<file path="config.mk">
export PLATFORM = sky130hd
export DESIGN_NAME = spindle_afc
export DESIGN_NICKNAME = d
export VERILOG_FILES = /design/src/rtl/spafc_pkg.sv /design/src/rtl/spafc_meas.sv /design/src/rtl/spafc_errmap.sv /design/src/rtl/spafc_pwm_fsm.sv /design/src/rtl/spindle_afc.sv
export SDC_FILE = /design/constraint.sdc
export NUM_CORES = 1
export LEC_CHECK = 0
export BUFFER_PORTS_ARGS = -buffer_cell sky130_fd_sc_hd__buf_4
export CAP_MARGIN = 20
export CORE_ASPECT_RATIO = 1.25
export CORE_MARGIN = 2
export CORE_UTILIZATION = 53
export DETAILED_ROUTE_END_ITERATION = 10
export PLACE_DENSITY_LB_ADDON = 0.15
export SYNTH_ARGS = -nofsm -noshare
export SYNTH_HDL_FRONTEND = slang
export SYNTH_SLANG_ARGS = --single-unit
export TNS_END_PERCENT = 50
</file>
<file path="constraint.sdc">
create_clock -name clk -period 5.2 [get_ports clk]
set_clock_uncertainty 0.1 [all_clocks]
set_input_delay 0.52 -clock clk [delete_from_list [all_inputs] [get_ports clk]]
set_output_delay 0.52 -clock clk [all_outputs]
set_load 0.05 [all_outputs]
</file>
<file path="src/rtl/spafc_pkg.sv">
package spafc_pkg;

    // PWM controller states
    typedef enum logic [1:0] {
        ST_OFF     = 2'd0,
        ST_ACQUIRE = 2'd1,
        ST_MID     = 2'd2,
        ST_DRIVE   = 2'd3
    } pwm_state_e;

endpackage

</file>
<file path="src/rtl/spafc_meas.sv">
// Frame clock divider, gate timer and reference tick counter.
module spafc_meas #(
    parameter int FRAME_DIV = 4,
    parameter int GATE_LEN  = 1000,
    parameter int CNT_W     = 12
) (
    input  logic             clk,
    input  logic             rst_n,
    input  logic             en,
    input  logic             frame_ce,
    input  logic             ref_ce,
    output logic             gate_end,
    output logic [CNT_W-1:0] meas_cnt
);

    localparam int DIV_W = (FRAME_DIV > 1) ? $clog2(FRAME_DIV) : 1;
    localparam int GATE_W = (GATE_LEN > 1) ? $clog2(GATE_LEN) : 1;
    localparam logic [DIV_W-1:0] DIV_LAST = DIV_W'(FRAME_DIV - 1);
    localparam logic [GATE_W-1:0] GATE_LAST = GATE_W'(GATE_LEN - 1);
    localparam logic [CNT_W-1:0] CNT_MAX = '1;

    logic [DIV_W-1:0]  div_q;
    logic [GATE_W-1:0] gate_q;
    logic [CNT_W-1:0]  ref_q;
    logic              div_tick;

    assign div_tick = en && frame_ce && (div_q == DIV_LAST);
    assign gate_end = div_tick && (gate_q == GATE_LAST);

    // count seen at the closing cycle includes that cycle's tick
    assign meas_cnt = (ref_ce && (ref_q != CNT_MAX)) ? ref_q + CNT_W'(1) : ref_q;

    always_ff @(posedge clk or negedge rst_n) begin
        if (!rst_n) begin
            div_q <= '0;
        end else if (!en) begin
            div_q <= '0;
        end else if (frame_ce) begin
            div_q <= (div_q == DIV_LAST) ? '0 : div_q + DIV_W'(1);
        end
    end

    always_ff @(posedge clk or negedge rst_n) begin
        if (!rst_n) begin
            gate_q <= '0;
        end else if (!en) begin
            gate_q <= '0;
        end else if (div_tick) begin
            gate_q <= (gate_q == GATE_LAST) ? '0 : gate_q + GATE_W'(1);
        end
    end

    always_ff @(posedge clk or negedge rst_n) begin
        if (!rst_n) begin
            ref_q <= '0;
        end else if (!en || gate_end) begin
            ref_q <= '0;
        end else begin
            ref_q <= meas_cnt;
        end
    end

endmodule

</file>
<file path="src/rtl/spafc_errmap.sv">
// Maps a gate count to brake flag plus saturated magnitude.
module spafc_errmap #(
    parameter int CNT_W   = 12,
    parameter int NOMINAL = 1152,
    parameter int MAG_W   = 6
) (
    input  logic [CNT_W-1:0] meas_cnt,
    output logic             brake,
    output logic [MAG_W-1:0] mag
);

    localparam int EXT_W = CNT_W + 2;
    localparam logic [EXT_W-1:0] NOM_EXT = EXT_W'(NOMINAL);
    localparam logic [EXT_W-1:0] MAG_LIM = EXT_W'((2 ** MAG_W) - 1);

    logic signed [EXT_W-1:0] diff;
    logic [EXT_W-1:0]        abs_v;

    always_comb begin
        diff  = $signed({2'b00, meas_cnt}) - $signed(NOM_EXT);
        abs_v = diff[EXT_W-1] ? EXT_W'(-diff) : EXT_W'(diff);
        brake = !diff[EXT_W-1] && (diff != '0);
        if (abs_v > MAG_LIM) begin
            mag = MAG_LIM[MAG_W-1:0];
        end else begin
            mag = abs_v[MAG_W-1:0];
        end
    end

endmodule

</file>
<file path="src/rtl/spafc_pwm_fsm.sv">
// Three-level PWM controller on a carrier of 2**PWM_BITS reference ticks.
module spafc_pwm_fsm
    import spafc_pkg::*;
#(
    parameter int MAG_W    = 6,
    parameter int PWM_BITS = 7
) (
    input  logic             clk,
    input  logic             rst_n,
    input  logic             en,
    input  logic             ref_ce,
    input  logic             gate_end,
    input  logic             new_brake,
    input  logic [MAG_W-1:0] new_mag,
    output logic             drive_hi,
    output logic             drive_lo,
    output logic             idle
);

    localparam logic [PWM_BITS-1:0] PC_LAST = '1;

    pwm_state_e          st_q, st_nxt;
    logic [PWM_BITS-1:0] pc_q;
    logic                duty_brake_q, per_brake_q;
    logic [MAG_W-1:0]    duty_mag_q, per_mag_q;
    logic                src_brake;
    logic [MAG_W-1:0]    src_mag;
    logic                period_wrap, duty_done, period_load;

    // newest result, forwarded when a gate closes this cycle
    assign src_brake   = gate_end ? new_brake : duty_brake_q;
    assign src_mag     = gate_end ? new_mag : duty_mag_q;
    assign period_wrap = ref_ce && (pc_q == PC_LAST);
    assign duty_done   = ref_ce && (pc_q == (PWM_BITS'(per_mag_q) - PWM_BITS'(1)));

    always_comb begin
        st_nxt      = st_q;
        period_load = 1'b0;
        unique case (st_q)
            ST_OFF: begin
                st_nxt = ST_ACQUIRE;
            end
            ST_ACQUIRE: begin
                if (gate_end) begin
                    period_load = 1'b1;
                    st_nxt = (src_mag != '0) ? ST_DRIVE : ST_MID;
                end
            end
            ST_MID: begin
                if (period_wrap) begin
                    period_load = 1'b1;
                    st_nxt = (src_mag != '0) ? ST_DRIVE : ST_MID;
                end
            end
            ST_DRIVE: begin
                if (duty_done) begin
                    st_nxt = ST_MID;
                end
            end
        endcase
        if (!en) begin
            st_nxt      = ST_OFF;
            period_load = 1'b0;
        end
    end

    // state register
    always_ff @(posedge clk or negedge rst_n) begin
        if (!rst_n) begin
            st_q <= ST_OFF;
        end else begin
            st_q <= st_nxt;
        end
    end

    // carrier phase and duty holding registers
    always_ff @(posedge clk or negedge rst_n) begin
        if (!rst_n) begin
            pc_q         <= '0;
            per_brake_q  <= 1'b0;
            per_mag_q    <= '0;
            duty_brake_q <= 1'b0;
            duty_mag_q   <= '0;
        end else if (!en) begin
            pc_q         <= '0;
            per_brake_q  <= 1'b0;
            per_mag_q    <= '0;
            duty_brake_q <= 1'b0;
            duty_mag_q   <= '0;
        end else begin
            if (gate_end) begin
                duty_brake_q <= new_brake;
                duty_mag_q   <= new_mag;
            end
            if (period_load) begin
                pc_q        <= '0;
                per_brake_q <= src_brake;
                per_mag_q   <= src_mag;
            end else if (ref_ce) begin
                pc_q <= pc_q + PWM_BITS'(1);
            end
        end
    end

    // outputs
    always_comb begin
        drive_hi = (st_q == ST_DRIVE) && !per_brake_q;
        drive_lo = (st_q == ST_DRIVE) && per_brake_q;
        idle     = (st_q != ST_DRIVE);
    end

endmodule

</file>
<file path="src/rtl/spindle_afc.sv">
module spindle_afc #(
    parameter int FRAME_DIV = 4,
    parameter int GATE_LEN  = 1000,
    parameter int NOMINAL   = 1152,
    parameter int MAG_W     = 6,
    parameter int PWM_BITS  = 7,
    parameter int CNT_W     = 12
) (
    input  logic clk,
    input  logic rst_n,
    input  logic en,
    input  logic frame_ce,
    input  logic ref_ce,
    output logic drive_hi,
    output logic drive_lo,
    output logic idle
);

    logic             gate_end;
    logic [CNT_W-1:0] meas_cnt;
    logic             new_brake;
    logic [MAG_W-1:0] new_mag;

    spafc_meas #(
        .FRAME_DIV(FRAME_DIV),
        .GATE_LEN (GATE_LEN),
        .CNT_W    (CNT_W)
    ) u_meas (
        .clk     (clk),
        .rst_n   (rst_n),
        .en      (en),
        .frame_ce(frame_ce),
        .ref_ce  (ref_ce),
        .gate_end(gate_end),
        .meas_cnt(meas_cnt)
    );

    spafc_errmap #(
        .CNT_W  (CNT_W),
        .NOMINAL(NOMINAL),
        .MAG_W  (MAG_W)
    ) u_errmap (
        .meas_cnt(meas_cnt),
        .brake   (new_brake),
        .mag     (new_mag)
    );

    spafc_pwm_fsm #(
        .MAG_W   (MAG_W),
        .PWM_BITS(PWM_BITS)
    ) u_pwm (
        .clk      (clk),
        .rst_n    (rst_n),
        .en       (en),
        .ref_ce   (ref_ce),
        .gate_end (gate_end),
        .new_brake(new_brake),
        .new_mag  (new_mag),
        .drive_hi (drive_hi),
        .drive_lo (drive_lo),
        .idle     (idle)
    );

endmodule

</file>
-- Word-level counts from Yosys, hierarchy flattened
Index checks and enable logic that the tools add are counted.
- register bits after elaboration: 47
- bits of input ports: 5
- output and inout bits: 3
- word-level logic and storage cells: 81
- add/sub/neg operators: 7
- $lt $le $gt $ge: 1
- equal/unequal tests: 16
- muxes and demuxes: 31
- reduce and logical (&&, ||, !) cells: 17
- operator list (operator ; number):
    2-to-1 mux 10 bit ; 3
    2-to-1 mux 6 bit ; 5
    2-to-1 mux 12 bit ; 2
    2-to-1 mux 7 bit ; 3
    > comparator 14 x 6 -> 1 bit (second input constant) ; 1
    2-to-1 mux 14 bit ; 1
    2-to-1 mux 2 bit ; 7
    negator 14 bit ; 1
    nonzero test 14 bit ; 1
    subtractor 12 x 11 -> 13 bit (second input constant) ; 1
    adder 12 x 1 -> 12 bit (second input constant) ; 1
    inequality test 12 bit (second input constant) ; 1
    adder 10 x 1 -> 10 bit (second input constant) ; 1
    == test 10 bit (second input constant) ; 1
    logical AND 1 bit ; 9
    2-to-1 mux 1 bit ; 8
    case mux 2 bit (4 select lines) ; 1
    adder 7 x 1 -> 7 bit (second input constant) ; 1
    == test 7 bit ; 1
    == test 7 bit (second input constant) ; 1
    subtractor 6 x 1 -> 7 bit (second input constant) ; 1
    == test 2 bit (second input constant) ; 3
    inequality test 2 x 1 -> 1 bit (second input constant) ; 3
    inequality test 3 x 2 -> 1 bit (second input constant) ; 2
    11 further kinds ; 13

-- Longest topological paths before layout
Gate-level depths: netlist (run 1).
- depth after elaboration: 14
- depth in mapped cells: 16
- gate-level depth less buffers: 15

-- Modules after synthesis
Synthesis (run 1) repeated with hierarchy kept, for this count alone.
- cell total of the unflattened synthesis: 358
- area, all modules: 3201.8 sq um
- by module, submodules not included (module ; instances ; cells each ; area an instance (sq um) ; seq. area each (sq um)):
    spafc_meas ; 1 ; 151 ; 1422.6 ; 600.6
    spafc_pwm_fsm ; 1 ; 136 ; 1313.8 ; 575.6
    spafc_errmap ; 1 ; 71 ; 465.4 ; 0.0

-- Least setup slack after synthesis (run 1)
Ideal clock, no wire load.
- kind: register to register
- start point: register u_meas.ref_q[0]
- end point: register u_pwm.per_mag_q[1]
- setup time: 0.127 ns
- arrival time: 3.769 ns
- required time: 4.973 ns
- slack: 1.204 ns
- cell stages (with the launch flop): 16
- buffers on the path: 1
- period minus slack after synthesis: 3.996 ns
- path through: dfrtp_1 > ha_1 > nand3_1 > o31ai_1 > mux2i_1 > ha_1 > a21boi_0 > o211ai_1 > nor3b_2 > nand2_1 > or4b_1 > o311a_1 > a2111o_1 > buf_6 > o211ai_1 > a21oi_1
- longest elaborated chain between the ends: 11
- elaborated cells between the ends (all ways): 12
- those cells by class: add/sub: 3; order compare: 1; eq/ne: 1; mux: 6; reduce/logical: 1
- ends and longest elaborated chain (what ; line ; source):
    from (decl) ; spafc_meas.sv:24 ; logic [CNT_W-1:0] ref_q;
    from (signal assigned) ; spafc_meas.sv:59 ; ref_q <= meas_cnt;
    branches (longest 2 deep; another with adder 12 x 1 -> 12 bit) ; - ;
    2-to-1 mux 12 bit * ; spafc_meas.sv:31 ; assign meas_cnt = (ref_ce && (ref_q != CNT_MAX)) ? ref_q + CNT_W'(1) : ref_q;
    subtractor 12 x 11 -> 13 bit * ; spafc_errmap.sv:20 ; diff = $signed({2'b00, meas_cnt}) - $signed(NOM_EXT);
    negator 14 bit ; spafc_errmap.sv:21 ; abs_v = diff[EXT_W-1] ? EXT_W'(-diff) : EXT_W'(diff);
    2-to-1 mux 14 bit * ; spafc_errmap.sv:21 ;
    > comparator 14 x 6 -> 1 bit ; spafc_errmap.sv:23 ; if (abs_v > MAG_LIM) begin
    2-to-1 mux 6 bit * ; spafc_errmap.sv:23 ;
    2-to-1 mux 6 bit * ; - ;
    2-to-1 mux 6 bit * ; spafc_pwm_fsm.sv:95 ; if (period_load) begin
    2-to-1 mux 6 bit * ; spafc_pwm_fsm.sv:84 ; end else if (!en) begin
    to (signal assigned) ; spafc_pwm_fsm.sv:98 ; per_mag_q <= src_mag;
    to (decl) ; spafc_pwm_fsm.sv:25 ; logic [MAG_W-1:0] duty_mag_q, per_mag_q;
Mark *: on every way between the ends. The select of a mux whose other input is x is not followed.
A chain may end at the register's enable or synchronous reset.

-- Worst setup path in the final report (run 1)
- start point: register u_meas.ref_q[0]
- end point: register u_pwm.st_q[0]
- longest elaborated chain between the ends: 14
- elaborated cells between the ends (all ways): 16
- those cells by class: add/sub: 3; order compare: 1; eq/ne: 1; mux: 9; reduce/logical: 2
- ends and longest elaborated chain (what ; line ; source):
    branches (longest 2 deep; another with adder 12 x 1 -> 12 bit) ; - ;
    2-to-1 mux 12 bit * ; spafc_meas.sv:31 ;
    subtractor 12 x 11 -> 13 bit * ; spafc_errmap.sv:20 ;
    negator 14 bit ; spafc_errmap.sv:21 ;
    2-to-1 mux 14 bit * ; spafc_errmap.sv:21 ;
    > comparator 14 x 6 -> 1 bit ; spafc_errmap.sv:23 ;
    2-to-1 mux 6 bit * ; spafc_errmap.sv:23 ;
    2-to-1 mux 6 bit * ; - ;
    nonzero test 6 bit * ; spafc_pwm_fsm.sv:46, spafc_pwm_fsm.sv:52 ;
    2-to-1 mux 1 bit * ; spafc_pwm_fsm.sv:46, spafc_pwm_fsm.sv:52 ;
    2-to-1 mux 2 bit, on equally long branches ; spafc_pwm_fsm.sv:50, spafc_pwm_fsm.sv:44 ;
    case mux 2 bit (4 select lines) * ; spafc_pwm_fsm.sv:39 ; unique case (st_q)
    2-to-1 mux 2 bit * ; spafc_pwm_fsm.sv:61 ; if (!en) begin
    to (signal assigned) ; spafc_pwm_fsm.sv:72 ; st_q <= st_nxt;
    to (decl) ; spafc_pwm_fsm.sv:22 ; pwm_state_e st_q, st_nxt;
Marked as above.

==> results.py, run 1 <==
metrics = {
    "timing": {
        "rsz0062_at_grt": "false",
        "fin_crit_sh_pct": 88.1,
        "period_minus_slack_ps": 4580,
        "slew_headroom_pct": 58.8,
        "hold_violations": 0,
        "setup_slack_ps": 618,
        "tightest_slew_ps": 618,
        "setup_viol_count_final": 0,
        "finalMaxSlewViolations": 0,
        "fmax_ghz": 0.218,
        "fin_setup_tns_ps": 0,
    },
    "place": {
        "io_buffers": 7,
        "dp_hpwl_mm": 5.16,
        "place_congestion": 0.944,
        "place_ws_ps": 678,
    },
    "floorplan": {
        "rows": 32,
        "fp.dieArea_sq_mm": 0.00684,
        "die_w_um": 74.4,
        "io_pins": 8,
        "start_util_pct": 53.9,
        "core-area_sq_mm": 0.00609,
        "die_y_um": 91.9,
    },
    "clock_tree": {
        "cts_hold_buf": 0,
        "cts_setup_buffers": 0,
        "clk_latency_ps": 300,
        "ctsHtreeMaxLevel": 2,
        "cts.sinks": 47,
        "path_clk_slew_ps": 90,
        "cts_resized": 0,
        "root_buffer": "clkbuf_8",
        "cts_inserted_buffers": 5,
        "cts_tree": "done",
        "clk_path_buf_depth": 2,
    },
    "cells_and_area": {
        "diodes": 0,
        "final_common_cell": "nor2_1",
        "drive_above_1_share_pct": 9.52,
        "fin_nets": 395,
        "nFillCells": 591,
        "most-common-layout-cells": "50 x nor2_1, 47 x dfrtp_1, 41 x nand2_1, 22 x o21ai_0, 17 x a21oi_1",
        "multi_input_area_sq_mm": 0.00196,
        "register_area_sq_mm": 0.00118,
        "area_growth_pct": 5.00,
    },
    "critical_path": {
        "critPathArrivalTime_ps": 4650,
        "worstSetupPathType": "reg -> reg",
        "cp_data_required_time_ps": 5270,
        "crit_fanout": 12,
        "reg2reg_depth": 14,
        "start_kind": "register",
        "cp-end-kind": "register",
    },
    "worst_hold_path": {
        "hp-class": "in -> async",
    },
    "global_routing": {
        "overflow": 0,
        "grt_first_pass_wirelength_mm": 12.3,
        "gr-usage-all-layers_pct": 22.8,
        "grt_max_degree": 48,
        "grt_pass1_vias": 2652,
        "antenna_found_initial": 0,
    },
    "routing": {
        "dr.pass1.iters": 4,
        "wl_per_cell_um": 15.4,
        "vias": 2751,
        "via_per_inst": 5.94,
        "routed_wl_mm": 7.13,
        "first_iter_violations": 129,
        "drc": 0,
        "ant_nets": 0,
    },
    "logic_synthesis": {
        "synthDistinctLibCells": 65,
        "synth_top_cell_by_area": "dfrtp_1",
        "synth_edf_count": 0,
        "yosys_register_bits": 47,
        "ys_warn_count": 0,
        "seq_area_frac_synth_pct": 35.9,
        "syn-cell-area_sq_mm": 0.00328,
        "syn_nets": 394,
        "postSynthCellCount": 377,
        "synth_area_leaders": "dfrtp_1 36%, nor2_1 5.7%, nand2_1 4.7%",
        "async_flop_share_pct": 100,
        "ys.flop_type": "dfrtp_1",
        "netlist.area_leader.share_pct": 35.9,
        "avgSynthCellArea_sq_um": 8.70,
    },
    "power_and_ir_drop": {
        "peakVddDrop_mv": 0.163,
        "power.total_mw": 0.774,
        "p_leak_nw": 1.52,
        "pwr_density_cell_mw_per_mm2": 225,
    },
    "outcome": {
        "outcome": "completed",
    },
    "flow_run": {
        "max-cap-violations": 0,
    },
}
## final cells by class
cell class / instances / area share [%]
repair buffers: 9 / 1.96
clock inverters: 2 / 0.400
multi-input cells: 301 / 56.9
clock buffers: 5 / 2.00
well taps: 85 / 3.09
flip-flops and latches: 47 / 34.2
inverters: 14 / 1.53
## sequential cells by signal (all words and copies together), names as in the netlist
register	flops
u_pwm.per_brake_q	1
u_pwm.per_mag_q	6
u_pwm.duty_mag_q	6
u_meas.div_q	2
u_pwm.st_q	2
u_pwm.duty_brake_q	1
u_meas.gate_q	10
u_meas.ref_q	12
u_pwm.pc_q	7
## Yosys cell counts (2+ instances only)
cell type / n
nand4_4: 2
nand2_1: 41
a31oi_1: 5
buf_4: 3
nor4_1: 4
mux2_2: 3
o31ai_1: 3
and4_1: 2
nor2b_1: 2
nor2_1: 50
inv_1: 14
and3_2: 2
a21o_1: 3
nand2b_1: 4
o211a_1: 3
xnor2_1: 13
a21o_2: 2
xor2_1: 12
dfrtp_1: 47
o2111ai_1: 3
a21oi_1: 17
nor3_1: 10
o22ai_1: 2
or2_2: 5
o211ai_1: 8
and2_1: 3
buf_6: 3
clkbuf_2: 2
mux2i_1: 8
nand3_1: 12
clkbuf_1: 7
and3_1: 7
nand4_1: 9
o21ai_0: 22
ha_1: 12
nand4b_1: 3
## path summary, 6_finish.rpt
path	start	end	slack, ps
setup / recovery	u_meas.ref_q[0]	u_pwm.st_q[0]	620
hold / removal	rst_n	u_meas.ref_q[7]	100
setup reg to reg	u_meas.ref_q[0]	u_pwm.st_q[0]	620
hold reg to reg	u_meas.gate_q[1]	u_meas.gate_q[1]	420
max in group asynchronous	rst_n	u_pwm.pc_q[6]	4480
min in group clk	en	u_pwm.duty_mag_q[4]	420
## report_power, final
part / internal (mW) / switching [mW]
combinational: 0.0605 / 0.101
clock: 0.0923 / 0.129
sequential: 0.377 / 0.0137
total: 0.530 / 0.244
## logic make-up after synthesis
group,Yosys count,share of synthesized area [%]
AND/OR/NAND/NOR,166,26.2
XOR/XNOR,26,7.36
AO/OA/AOI/OAI,86,18.1
buffers and inverters,29,4.43
multiplexers,11,3.47
flip-flops,47,35.9
adder cells (fa/ha/maj),12,4.58
## critical path, stage by stage (launching register included)
cell and delay (ps):
dfrtp_1 450, ha_1 260, nand3_1 160, o31ai_1 510, mux2i_1 350, ha_1 240, a21boi_0 270, o211ai_1 170
nor3b_2 270, nand2_1 100, or4b_1 470, o311a_1 150, a2111o_1 520, o31ai_1 290, a41oi_1 130
## layer usage
layer	up-vias	part of all wire, %	track usage (%)
met5	-	0	0
met4	0	1.8	7.74
met3	15	2.9	3.19
met2	50	49	36.6
met1	1329	46	31.2
li1	1357	-	-
## through the flow
stage	utilization, %	hold slack (ps)	std cells	cell area [sq um]
after floorplan	-	124	377	3280
after global placement	55.2	394	456	3360
after detailed placement	55.2	407	456	3360
after CTS	56.6	145	463	3440
after global routing	56.6	157	463	3440
final	56.6	105	463	3440
No activity file was read; power rests on OpenSTA's default activity.
==> run 2, diff against run 1 <==
--- a/config.mk
+++ b/config.mk
@@ -7,9 +7,10 @@
 export LEC_CHECK = 0
 export BUFFER_PORTS_ARGS = -buffer_cell sky130_fd_sc_hd__buf_4
 export CAP_MARGIN = 20
-export CORE_ASPECT_RATIO = 1.25
+export CORE_ASPECT_RATIO = 1.1
 export CORE_MARGIN = 2
 export CORE_UTILIZATION = 53
+export CTS_BUF_LIST = sky130_fd_sc_hd__clkbuf_2
 export DETAILED_ROUTE_END_ITERATION = 10
 export PLACE_DENSITY_LB_ADDON = 0.15
 export SYNTH_ARGS = -nofsm -noshare
==> results.py, run 2 (synthesis results as in run 1) <==
metrics = {
    "critical_path": {
        "critPathArrivalTime_ps": 4900,
        "start_kind": "register",
        "crit_buf_inv": 0,
        "critPathMaxStageDelay_ps": 520,
        "worstPathCellList": "ha_1 > nand3_1 > o31ai_1 > mux2i_1 > ha_1 > a21boi_0 > o211ai_1 > nor3b_2 > nand2_1 > or4b_1 > o311a_1 > a2111o_1 > o31ai_1 > a41oi_1",
        "cp_top_family": "compound AO/OA/AOI/OAI gates",
        "crit_slowest_cell": "o31ai_1",
        "cp-end-kind": "register",
        "crit_fanout": 12,
        "worstSetupPathType": "reg -> reg",
        "cp_data_required_time_ps": 5430,
    },
    "clock_tree": {
        "clk_latency_ps": 420,
        "cts_inserted_buffers": 5,
        "clk_path_buf_depth": 2,
        "ctsHtreeMaxLevel": 2,
        "cts_tree": "done",
        "path_clk_slew_ps": 250,
        "root_buffer": "clkbuf_2",
        "cts.sinks": 47,
        "cts_resized": 0,
    },
    "cells_and_area": {
        "diodes": 0,
        "final_common_cell": "nor2_1",
        "fin_nets": 396,
        "area_growth_pct": 3.74,
        "final_cell_area_sq_mm": 0.00340,
        "fin_util_pct": 55.9,
        "nFillCells": 568,
        "most-common-layout-cells": "50 x nor2_1, 47 x dfrtp_1, 41 x nand2_1, 22 x o21ai_0, 17 x a21oi_1",
        "largest_reg_flops": 12,
        "top_regs": "u_meas.ref_q: 12 flops, u_meas.gate_q: 10 flops, u_pwm.pc_q: 7 flops",
        "drive_above_1_share_pct": 9.23,
        "top_register": "u_meas.ref_q",
    },
    "power_and_ir_drop": {
        "peakVddDrop_mv": 0.149,
        "power.total_mw": 0.703,
        "p_leak_nw": 1.51,
        "pwr_density_cell_mw_per_mm2": 207,
    },
    "routing": {
        "routed_wl_mm": 6.93,
        "ant_nets": 0,
        "vias": 2697,
        "wl_per_cell_um": 15.1,
        "first_iter_violations": 134,
        "dr.pass1.iters": 4,
        "drc": 0,
        "via_per_inst": 5.88,
    },
    "floorplan": {
        "fp.dieArea_sq_mm": 0.00683,
        "io_pins": 8,
        "start_util_pct": 53.9,
        "core-area_sq_mm": 0.00608,
        "die_y_um": 86.5,
        "rows": 30,
        "die_w_um": 79,
    },
    "worst_hold_path": {
        "hp-class": "in -> reg",
    },
    "timing": {
        "finalMaxSlewViolations": 0,
        "setup_viol_count_final": 0,
        "tightest_slew_ps": 636,
        "fmax_ghz": 0.214,
        "fin_setup_tns_ps": 0,
        "fin_hold_ws_ps": 258,
        "rsz0062_at_grt": "false",
        "period_minus_slack_ps": 4670,
        "fin_crit_sh_pct": 89.8,
        "slew_headroom_pct": 57.6,
        "hold_violations": 0,
    },
    "outcome": {
        "outcome": "completed",
    },
    "place": {
        "io_buffers": 7,
        "dp_hpwl_mm": 5.08,
        "place_congestion": 0.942,
        "post_dp_cell_area_sq_mm": 0.00335,
    },
    "global_routing": {
        "antenna_found_initial": 0,
        "gr-usage-all-layers_pct": 21.4,
        "grt_pass1_vias": 2493,
        "overflow": 0,
        "grt_first_pass_wirelength_mm": 11.7,
        "grt_max_degree": 48,
    },
    "flow_run": {
        "max-cap-violations": 0,
    },
}
run 2: what timing repair did:
| action | CTS | global route |
|---|---|---|
| buffers inserted | 0 | 0 |
| hold buffers | 1 | 0 |
| hold endpoints to repair | 47 | 0 |
run 2: final timing paths:
kind                                  startpoint                   to  slack, ps  depth (start not counted)
worst min-delay path                          en  u_pwm.duty_mag_q[1]        260                          2
worst max-delay path             u_meas.ref_q[0]        u_pwm.st_q[0]        530                         14
worst min register to register  u_meas.gate_q[1]     u_meas.gate_q[1]        450                          2
min in group asynchronous                  rst_n      u_meas.ref_q[6]        490                          2
worst max register to register   u_meas.ref_q[0]        u_pwm.st_q[0]        530                         14
max in group asynchronous                  rst_n     u_meas.gate_q[1]       4060                          2
run 2: final cells by class:
class	count	area (sq um)	share of cell area, %
clock buffers	5	25.0	0.736
clock inverters	2	12.5	0.368
inverters	14	52.6	1.54
repair buffers	10	77.6	2.28
multi-input cells	301	1960	57.6
flip-flops and latches	47	1180	34.6
well taps	80	100	2.94
run 2: metrics by stage:
stage          cells  worst slack, ps
2_1_floorplan    377             1200
3_3_place_gp     450              830
3_5_place_dp     451              638
4_1_cts          459              600
5_1_grt          459              198
6_report         459              530
run 2: where the power goes:
part / switching (mW) / internal, mW / leakage [nW] / total (mW)
Combinational: 0.100 / 0.0605 / 0.833 / 0.161
Sequential: 0.0124 / 0.378 / 0.650 / 0.391
Clock: 0.121 / 0.0312 / 0.0269 / 0.152
run 2: layer usage:
metal / wire (um) / share of wire [%] / GRT usage (%) / vias up
li1: - / - / - / 1362
met4: 93 / 1.3 / 6.27 / 0
met5: 0 / 0 / 0 / -
met3: 247 / 3.6 / 3.85 / 11
met2: 3230 / 47 / 33.7 / 50
met1: 3360 / 48 / 30.2 / 1274
==> run 3, diff against run 2 <==
--- a/config.mk
+++ b/config.mk
@@ -8,11 +8,12 @@
 export BUFFER_PORTS_ARGS = -buffer_cell sky130_fd_sc_hd__buf_4
 export CAP_MARGIN = 20
 export CORE_ASPECT_RATIO = 1.1
-export CORE_MARGIN = 2
+export CORE_MARGIN = 10
 export CORE_UTILIZATION = 53
 export CTS_BUF_LIST = sky130_fd_sc_hd__clkbuf_2
 export DETAILED_ROUTE_END_ITERATION = 10
 export PLACE_DENSITY_LB_ADDON = 0.15
+export RECOVER_POWER = 25
 export SYNTH_ARGS = -nofsm -noshare
 export SYNTH_HDL_FRONTEND = slang
 export SYNTH_SLANG_ARGS = --single-unit
==> results.py, run 3 (synthesis results as in run 1) <==
metrics = {
    "outcome": {
        "outcome": "finished, violations left",
        "violations": "capacitance limit, slew limit",
    },
    "global_routing": {
        "grt_first_pass_wirelength_mm": 12.7,
        "gr-usage-all-layers_pct": 16.0,
        "met1_usage_pct": 21.4,
        "antenna_found_initial": 0,
        "met2_usage_pct": 25.5,
        "grt_pass1_vias": 2687,
        "use_met3_pct": 3.42,
        "grt_max_degree": 48,
        "overflow": 0,
        "top_usage_layer": "met2",
    },
    "cells_and_area": {
        "most-common-layout-cells": "50 x nor2_1, 47 x dfrtp_1, 41 x nand2_1, 22 x o21ai_0, 17 x a21oi_1",
        "fin_util_pct": 56.0,
        "top_regs": "u_meas.ref_q: 12 flops, u_meas.gate_q: 10 flops, u_pwm.pc_q: 7 flops",
        "area_growth_pct": 3.78,
        "largest_reg_flops": 12,
        "fin_nets": 396,
        "top_register": "u_meas.ref_q",
        "diodes": 0,
        "final_common_cell": "nor2_1",
        "nFillCells": 585,
        "drive_above_1_share_pct": 9.21,
        "final_cell_area_sq_mm": 0.00340,
    },
    "routing": {
        "via_per_inst": 5.95,
        "wl_per_cell_um": 15.7,
        "ant_nets": 0,
        "vias": 2739,
        "first_iter_violations": 160,
        "drc": 0,
        "routed_wl_mm": 7.22,
        "dr.pass1.iters": 4,
    },
    "clock_tree": {
        "cts_tree": "done",
        "cts_inserted_buffers": 5,
        "clk_path_buf_depth": 2,
        "path_clk_slew_ps": 260,
        "clk_latency_ps": 430,
        "cts.sinks": 47,
        "cts_setup_buffers": 0,
        "cts_resized": 0,
        "root_buffer": "clkbuf_2",
        "ctsHtreeMaxLevel": 2,
    },
    "timing": {
        "fin_hold_ws_ps": 249,
        "fin_crit_sh_pct": 90.4,
        "setup_viol_count_final": 0,
        "tightest_slew_ps": 2510,
        "hold_violations": 0,
        "period_minus_slack_ps": 4700,
        "finalMaxSlewViolations": 48,
        "fmax_ghz": 0.213,
        "fin_setup_tns_ps": 0,
        "slew_headroom_pct": -67.4,
        "rsz0062_at_grt": "false",
    },
    "critical_path": {
        "critPathArrivalTime_ps": 4940,
        "worstSetupPathType": "reg -> reg",
        "cp-end-kind": "register",
        "start_kind": "register",
        "crit_fanout": 12,
        "cp_data_required_time_ps": 5430,
    },
    "flow_run": {
        "max-cap-violations": 1,
    },
    "place": {
        "io_buffers": 7,
        "place_congestion": 0.946,
        "dp_hpwl_mm": 5.25,
        "post_dp_cell_area_sq_mm": 0.00335,
    },
    "floorplan": {
        "start_util_pct": 53.9,
        "die_y_um": 103,
        "rows": 30,
        "io_pins": 8,
        "fp.dieArea_sq_mm": 0.00974,
        "die_w_um": 95,
        "core-area_sq_mm": 0.00608,
    },
    "power_and_ir_drop": {
        "p_leak_nw": 1.51,
        "peakVddDrop_mv": 0.160,
        "power.total_mw": 0.713,
        "pwr_density_cell_mw_per_mm2": 210,
    },
    "worst_hold_path": {
        "hp-class": "in -> reg",
    },
}
==> run 3: worst max-delay path, cell delays in order (launching register included) <==
cell	delay (ps)
dfrtp_1	500
ha_1	280
nand3_1	170
o31ai_1	520
mux2i_1	340
ha_1	250
a21boi_0	260
o211ai_1	170
nor3b_2	290
nand2_1	110
or4b_1	470
o311a_1	150
a2111o_1	520
o31ai_1	320
a41oi_1	150
==> run 3: metrics by stage <==
stage,cells,setup WS [ps]
6_report,460,498
5_1_grt,460,239
4_1_cts,460,584
3_5_place_dp,451,619
3_3_place_gp,451,830
2_1_floorplan,377,1200
==> run 3: cell type report <==
| class | instances | area, sq um | share of cell area [%] |
|---|---|---|---|
| Clock buffer | 5 | 25.0 | 0.735 |
| Clock inverter | 3 | 17.5 | 0.515 |
| Inverter | 14 | 52.6 | 1.54 |
| Multi-Input combinational cell | 301 | 1960 | 57.5 |
| Sequential cell | 47 | 1180 | 34.6 |
| Tap cell | 80 | 100 | 2.94 |
| Timing Repair Buffer | 10 | 73.8 | 2.17 |
==> run 3: final timing paths <==
check                           cells past startpoint                   to        startpoint  slack [ps]
min in group asynchronous                           2   u_pwm.per_mag_q[3]             rst_n        1270
worst min-delay path                                3  u_pwm.duty_mag_q[4]                en         250
max in group asynchronous                           2     u_meas.gate_q[2]             rst_n        2330
worst max register to register                     14        u_pwm.st_q[0]   u_meas.ref_q[0]         500
worst min register to register                      1     u_meas.gate_q[0]  u_meas.gate_q[0]         430
worst max-delay path                               14        u_pwm.st_q[0]   u_meas.ref_q[0]         500
==> run 3: repair_timing <==
item	CTS	global route
hold endpoints to repair	47	0
endpoints found under the setup margin	0	0
hold buffers	1	0
==> run 3: metal layers <==
| metal | vias to the layer above | wire, um |
|---|---|---|
| met2 | 45 | 3400 |
| met3 | 7 | 265 |
| li1 | 1362 | - |
| met5 | - | 0 |
| met1 | 1325 | 3470 |
| met4 | 0 | 81 |
==> run 3: power breakdown <==
part	internal, mW	total, mW	switching [mW]
sequential	0.378	0.392	0.0133
clock	0.0329	0.158	0.125
combinational	0.0606	0.164	0.103
total	0.472	0.713	0.241
